<file path="src/rtl/sfu_pkg.sv">
package sfu_pkg;
  typedef enum logic [2:0] {
    OP_NONE   = 3'd0,
    OP_ADD    = 3'd1,
    OP_ADC    = 3'd2,
    OP_ADDACC = 3'd3,
    OP_LOGIC  = 3'd4,
    OP_MOVE   = 3'd5,
    OP_RSV6   = 3'd6,
    OP_RSV7   = 3'd7
  } op_class_e;

  typedef enum logic [1:0] {
    SEQ_IDLE    = 2'd0,
    SEQ_OPEN    = 2'd1,
    SEQ_STACKED = 2'd2
  } seq_e;

  localparam int B_STOP  = 7;
  localparam int B_HMASK = 6;
  localparam int B_HALF  = 5;
  localparam int B_LMASK = 4;
  localparam int B_NEG   = 3;
  localparam int B_ZERO  = 2;
  localparam int B_OVF   = 1;
  localparam int B_CARRY = 0;

  localparam logic [7:0] FLAGS_RESET = 8'hD0;

  typedef struct packed {
    logic half;
    logic neg;
    logic zero;
    logic ovf;
    logic carry;
  } arith_t;
endpackage

</file>
<file path="src/rtl/sfu_arith_flags.sv">
module sfu_arith_flags
  import sfu_pkg::*;
#(
  parameter int DW = 8
) (
  input  logic          valid,
  input  op_class_e     op,
  input  logic [DW-1:0] a,
  input  logic [DW-1:0] b,
  input  logic [DW-1:0] res,
  input  arith_t        cur,
  output arith_t        nxt
);
  localparam int HW = DW / 2;

  logic          is_add;
  logic          is_nz_only;
  logic          cin;
  logic [DW:0]   sum;
  logic [HW:0]   lo_sum;

  always_comb begin
    is_add     = valid && (op == OP_ADD || op == OP_ADC || op == OP_ADDACC);
    is_nz_only = valid && (op == OP_LOGIC || op == OP_MOVE);
    cin        = (op == OP_ADC) ? cur.carry : 1'b0;
    sum        = {1'b0, a} + {1'b0, b} + {{DW{1'b0}}, cin};
    lo_sum     = {1'b0, a[HW-1:0]} + {1'b0, b[HW-1:0]} + {{HW{1'b0}}, cin};
  end

  always_comb begin
    nxt = cur;
    if (is_add) begin
      nxt.half  = lo_sum[HW];
      nxt.neg   = res[DW-1];
      nxt.zero  = (res == '0);
      nxt.ovf   = (a[DW-1] == b[DW-1]) && (sum[DW-1] != a[DW-1]);
      nxt.carry = sum[DW];
    end else if (is_nz_only) begin
      nxt.neg   = res[DW-1];
      nxt.zero  = (res == '0);
      nxt.ovf   = 1'b0;
    end
  end
endmodule

</file>
<file path="src/rtl/sfu_mask_ctrl.sv">
module sfu_mask_ctrl
  import sfu_pkg::*;
(
  input  logic clk,
  input  logic rst,
  input  logic int_entry,
  input  logic int_entry_hp,
  input  logic stack_done,
  input  logic vec_fetch,
  input  logic sw_set_lp,
  input  logic sw_clr_lp,
  input  logic sw_set_hp,
  input  logic sw_clr_hp,
  input  logic cur_lmask,
  input  logic cur_hmask,
  output logic nxt_lmask,
  output logic nxt_hmask,
  output logic seq_stacked
);
  seq_e seq_q;
  logic kind_hp_q;
  logic close_now;

  assign close_now   = (seq_q == SEQ_OPEN) && stack_done;
  assign seq_stacked = (seq_q == SEQ_STACKED);

  always_ff @(posedge clk) begin
    if (rst) begin
      seq_q     <= SEQ_IDLE;
      kind_hp_q <= 1'b0;
    end else begin
      case (seq_q)
        SEQ_IDLE: if (int_entry) begin
          seq_q     <= SEQ_OPEN;
          kind_hp_q <= int_entry_hp;
        end
        SEQ_OPEN:    if (stack_done) seq_q <= SEQ_STACKED;
        SEQ_STACKED: if (vec_fetch)  seq_q <= SEQ_IDLE;
        default:     seq_q <= SEQ_IDLE;
      endcase
    end
  end

  always_comb begin
    nxt_lmask = cur_lmask;
    if (sw_clr_lp) nxt_lmask = 1'b0;
    if (sw_set_lp) nxt_lmask = 1'b1;
    if (close_now) nxt_lmask = 1'b1;

    // software may only lower this mask; a set strobe merely protects a 1
    nxt_hmask = cur_hmask & (sw_set_hp | ~sw_clr_hp);
    if (close_now && kind_hp_q) nxt_hmask = 1'b1;
  end
endmodule

</file>
<file path="src/rtl/status_flags_unit.sv">
module status_flags_unit
  import sfu_pkg::*;
#(
  parameter int DW = 8
) (
  input  logic          clk,
  input  logic          rst,
  input  logic          alu_valid,
  input  logic [2:0]    alu_op,
  input  logic [DW-1:0] alu_a,
  input  logic [DW-1:0] alu_b,
  input  logic [DW-1:0] alu_res,
  input  logic          sw_set_lp,
  input  logic          sw_clr_lp,
  input  logic          sw_set_hp,
  input  logic          sw_clr_hp,
  input  logic          int_entry,
  input  logic          int_entry_hp,
  input  logic          stack_done,
  input  logic          vec_fetch,
  input  logic          restore,
  input  logic [7:0]    restore_data,
  input  logic          req_lp,
  input  logic          req_hp,
  output logic [7:0]    flags,
  output logic          acc_lp,
  output logic          acc_hp
);
  logic [7:0] flags_q;
  logic [7:0] flags_d;
  arith_t     ar_cur;
  arith_t     ar_nxt;
  logic       lmask_n;
  logic       hmask_n;
  logic       seq_stacked;

  assign ar_cur = '{half:  flags_q[B_HALF],  neg: flags_q[B_NEG],
                    zero:  flags_q[B_ZERO],  ovf: flags_q[B_OVF],
                    carry: flags_q[B_CARRY]};

  sfu_arith_flags #(.DW(DW)) u_arith (
    .valid (alu_valid),
    .op    (op_class_e'(alu_op)),
    .a     (alu_a),
    .b     (alu_b),
    .res   (alu_res),
    .cur   (ar_cur),
    .nxt   (ar_nxt)
  );

  sfu_mask_ctrl u_mask (
    .clk          (clk),
    .rst          (rst),
    .int_entry    (int_entry),
    .int_entry_hp (int_entry_hp),
    .stack_done   (stack_done),
    .vec_fetch    (vec_fetch),
    .sw_set_lp    (sw_set_lp),
    .sw_clr_lp    (sw_clr_lp),
    .sw_set_hp    (sw_set_hp),
    .sw_clr_hp    (sw_clr_hp),
    .cur_lmask    (flags_q[B_LMASK]),
    .cur_hmask    (flags_q[B_HMASK]),
    .nxt_lmask    (lmask_n),
    .nxt_hmask    (hmask_n),
    .seq_stacked  (seq_stacked)
  );

  always_comb begin
    if (restore) begin
      flags_d          = restore_data;
      flags_d[B_HMASK] = restore_data[B_HMASK] & flags_q[B_HMASK];
    end else begin
      flags_d          = flags_q;
      flags_d[B_HMASK] = hmask_n;
      flags_d[B_LMASK] = lmask_n;
      flags_d[B_HALF]  = ar_nxt.half;
      flags_d[B_NEG]   = ar_nxt.neg;
      flags_d[B_ZERO]  = ar_nxt.zero;
      flags_d[B_OVF]   = ar_nxt.ovf;
      flags_d[B_CARRY] = ar_nxt.carry;
    end
  end

  always_ff @(posedge clk) begin
    if (rst) begin
      flags_q <= FLAGS_RESET;
      acc_lp  <= 1'b0;
      acc_hp  <= 1'b0;
    end else begin
      flags_q <= flags_d;
      acc_lp  <= req_lp & ~flags_d[B_LMASK];
      acc_hp  <= req_hp & ~flags_d[B_HMASK];
    end
  end

  assign flags = flags_q;
endmodule

</file>
<file path="config.mk">
export PLATFORM = sky130hd
export DESIGN_NAME = status_flags_unit
export DESIGN_NICKNAME = d
export VERILOG_FILES = /design/src/rtl/sfu_pkg.sv /design/src/rtl/sfu_arith_flags.sv /design/src/rtl/sfu_mask_ctrl.sv /design/src/rtl/status_flags_unit.sv
export SDC_FILE = /design/constraint.sdc
export NUM_CORES = 1
export LEC_CHECK = 0
export CORE_MARGIN = 2
export CORE_UTILIZATION = 39
export CTS_CLUSTER_SIZE = 8
export DETAILED_ROUTE_END_ITERATION = 12
export PLACE_DENSITY_LB_ADDON = 0.3
export SLEW_MARGIN = 20
export SYNTH_ARGS = -nofsm -noshare
export SYNTH_HDL_FRONTEND = slang
export SYNTH_HIERARCHICAL = 1
export SYNTH_SLANG_ARGS = --single-unit
</file>
<file path="constraint.sdc">
create_clock -name clk -period 2.8 [get_ports clk]
set_input_delay 0.42 -clock clk [delete_from_list [all_inputs] [get_ports clk]]
set_output_delay 0.42 -clock clk [all_outputs]
set_load 0.02 [all_outputs]
</file>
==> Yosys cells after proc, flatten, opt, wreduce, memory -nomap -nowiden <==
Index checks and enable logic that the tools add are counted.
{ "word_totals": {"regBits": 13, "latch_bits": 0, "mem_bits_rw": 0, "rom_bits": 0, "input_bits": 49, "out_inout_bits": 10, "elab_cells": 60, "n_memories": 0} }
{ "classes": {"add_sub_neg": 4, "multipliers": 0, "div": 0, "order_cmp": 0, "n_eq_ne": 12, "shifts": 0, "mux": 14, "n_bitwise": 8, "n_reduce_logical": 14} }
{ "ops": {"columns": ["operator", "n"], "rows": [
  ["adder 8 x 8 -> 9 bit", 1],
  ["adder 9 x 1 -> 9 bit", 1],
  ["zero test 8 bit", 1],
  ["2-to-1 mux 1 bit", 7],
  ["2-to-1 mux 7 bit", 1],
  ["== test 3 x 2 -> 1 bit (second input constant)", 2],
  ["== test 3 bit (second input constant)", 2],
  ["2-to-1 mux 2 bit", 3],
  ["2-to-1 mux 3 bit", 2],
  ["inequality test 2 bit (second input constant)", 3],
  ["one-hot mux 2 bit (3 select lines)", 1],
  ["adder 4 x 4 -> 5 bit", 1],
  ["adder 5 x 1 -> 5 bit", 1],
  ["logical AND 1 bit", 5],
  ["AND 1 bit", 4],
  ["== test 3 x 1 -> 1 bit (second input constant)", 1],
  ["logical OR 1 bit", 3],
  ["NOT 1 bit", 3],
  ["AND reduction 3 bit", 1],
  ["nonzero test 3 bit", 1],
  ["== test 2 x 1 -> 1 bit (second input constant)", 1],
  ["== test 2 bit (second input constant)", 1],
  ["zero test 2 bit", 1],
  ["AND reduction 2 bit", 1],
  ["other kinds (4)", 4]
]} }

==> Depth between registers and ports, before layout <==
{ "logic_depth": {"ltp_word": 9, "ltp_mapped": 8, "depth_no_buf": 8} }

==> By module <==
The synthesis kept the hierarchy.
{ "by_module_without_submodules": {"columns": ["mod", "instances", "cells_each", "area_each_um2", "seq_area_each_um2"], "rows": [
  ["sfu_arith_flags", 1, 57, 384.1, 0.0],
  ["status_flags_unit", 1, 32, 362.8, 200.2],
  ["sfu_mask_ctrl", 1, 19, 173.9, 60.1]
]} }

==> Least setup slack after synthesis <==
OpenSTA, ideal clock, no wires.
{ "synth_timing": {"path_type": "input-to-reg", "start": "input port alu_a[0]", "end": "register flags_q[1], in the netlist flags[1]", "setup_ps": 128, "arrival_time_ps": 1753, "t_required_ps": 2672, "slack_ps": 918, "path_stages": 8, "path_cell_list": "ha_1 and4_1 a21oi_2 a21oi_1 or3_1 a31o_1 mux2i_1 nor2_1"} }
{ "synth_rtl": {"columns": ["item", "line_no", "rtl"], "rows": [
  ["start, declared", "status_flags_unit.sv:10", "input logic [DW-1:0] alu_a,"],
  ["end signal, assigned", "status_flags_unit.sv:91", "flags_q <= flags_d;"],
  ["end, declared", "status_flags_unit.sv:29", "logic [7:0] flags_q;"]
]} }

==> impl_metrics.py <==
metrics = {
    "global_route": {
        "use_met3_pct": 4.571,
        "grt_remaining_overflow": 0,
        "met2_usage_pct": 31.87,
        "antenna_found_initial": 0,
        "grt_pass1_vias": 905,
        "grt_usage_pct": 17.59,
        "grt_max_degree": 15,
        "grt_use_met1_pct": 20.97,
        "grt_pass1_wl_um": 3712,
        "busiest_layer": "met2",
    },
    "clock_tree": {
        "post_cts_resize_count": 0,
        "path_clk_slew_ps": 80,
        "cts_max_level": 1,
        "clock-sinks": 13,
        "clock_path_buffers": 2,
        "cts-root-buf": "clkbuf_4",
        "cts_inserted_buffers": 3,
        "clock_latency_ps": 270,
        "post_cts_buffers": 0,
        "cts_tree": "yes",
        "holdBufCountCts": 0,
    },
    "synth": {
        "syn_nets": 164,
        "syn_inst": 107,
        "avgSynthCellArea_um2": 8.548,
        "syn-cell-area_um2": 914.6,
        "ys.warnings.count": 6,
    },
    "placed_design": {
        "io_buffers": 58,
        "dp_slack_ps": 386.4,
        "gp_congestion": 0.8228,
        "dpl_cell_area_mm2": 0.001508,
        "hpwl_um": 2015,
    },
    "detailed_routing": {
        "routed_via_density": 5.160,
        "first_iter_violations": 23,
        "totalWireLength_um": 2367,
        "vias": 1001,
        "drc": 0,
        "drtPass1Iterations": 6,
        "antenna_left": 0,
        "wire_per_inst_um": 12.20,
    },
    "setup_path": {
        "critPathLaunchType": "input port",
        "rr_startpoint": "flags[0]$_SDFF_PP0_",
        "critPathKind": "in -> reg",
        "cp-end-kind": "flop",
        "crit_required_ps": 2950,
        "worstPathMaxFanout": 2,
        "crit_start": "alu_a[2]",
        "arrival_ps": 2260,
    },
    "sta": {
        "fin_crit_sh_pct": 75.47,
        "setup_tns_ps": 0,
        "fin_ws_ps": 687.0,
        "drv_slew": 0,
        "max_freq_mhz": 473.3,
        "setup_violations": 0,
        "rsz0062_at_grt": "no",
        "relSlewSlack_pct": 62.18,
        "whs_ps": 474.4,
        "skew_ps": 4.669,
        "period_minus_slack_ps": 2113,
        "worst_pin_slew_ps": 561.4,
        "hold_viol": 0,
    },
    "die": {
        "die_w_um": 52.43,
        "ioPinCount": 59,
        "rows": 17,
        "core_area_mm2": 0.002212,
        "dieArea_mm2": 0.002748,
        "die_y_um": 52.43,
        "start_util_pct": 41.35,
    },
    "layout": {
        "area_delta_synth_final_pct": 67.85,
        "layout-drive-gt1-share_pct": 4.819,
        "design_area_mm2": 0.001535,
        "diodes": 0,
        "final_nets": 224,
    },
    "outcome": {
        "outcome": "finished, final reports clean",
    },
    "worst_hold_path": {
        "hp-start": "u_mask/seq_q[1]$_SDFFE_PP0P_",
        "hold_class": "reg -> reg",
    },
    "pwr": {
        "p_leak_nw": 0.6062,
        "vdd_drop_max_uv": 296.9,
        "powerDensity_mw_per_mm2": 329.2,
        "power_w": 0.0005054,
    },
    "job": {
        "max-cap-violations": 0,
    },
}
power by group:
| part | internal [W] | total, W | switching, W |
|---|---|---|---|
| clock network | 0.0000528 | 0.000110 | 0.0000573 |
| logic | 0.000115 | 0.000189 | 0.0000735 |
| registers | 0.000198 | 0.000207 | 0.00000887 |
stage by stage:
stage	cells	utilization, %
3_5_place_dp	190	68.16
2_1_floorplan	107	-
6_report	194	69.40
3_3_place_gp	190	68.16
4_1_cts	194	69.40
5_1_grt	194	69.40
path summary, 6_finish.rpt:
kind         slack, ps  cells after the start                           end
max                690                      9           flags[1]$_SDFF_PP0_
min                470                      1  u_mask/seq_q[0]$_SDFFE_PP0P_
max reg2reg       1200                      7           flags[1]$_SDFF_PP0_
min reg2reg        470                      1  u_mask/seq_q[0]$_SDFFE_PP0P_
final cells by class:
type	instances	area [um^2]
Timing Repair Buffer	58	580.6
Sequential cell	13	260.3
Clock inverter	1	5.005
Tap cell	28	35.03
Clock buffer	3	22.52
Multi-Input combinational cell	88	620.6
Fill cell	184	676.9
Inverter	3	11.26
state kept, by name (all words and copies together), names as in the netlist:
signal / flops
acc_lp: 1
flags: 8
u_mask/seq_q: 2
acc_hp: 1
u_mask/kind_hp_q: 1
critical path, cell delays in order:
cell and delay (ps):
clkdlybuf4s50_1 400, ha_1 300, and4_1 190, a21oi_2 140, a21oi_1 90, or3_1 340, a31o_1 200, mux2i_1 120
nor2_1 50
routing by layer:
metal	vias to the layer above	routed length, um
met5	-	0
met3	0	156
li1	521	-
met2	37	1187
met1	443	1024
met4	0	0
cells in the final DEF (no fill, tap or decap), drive strengths merged, types with 3 or more instances in the layout:
cell type and instances:
a21oi 9, nand2 6, o21ai 8, mux2i 6
nand2b 6, clkdlybuf4s50 58, clkbuf 3, inv 3
dfxtp 13, nor3 3, ha 8, nor2 9
No activity file was read; power rests on OpenSTA's default activity.
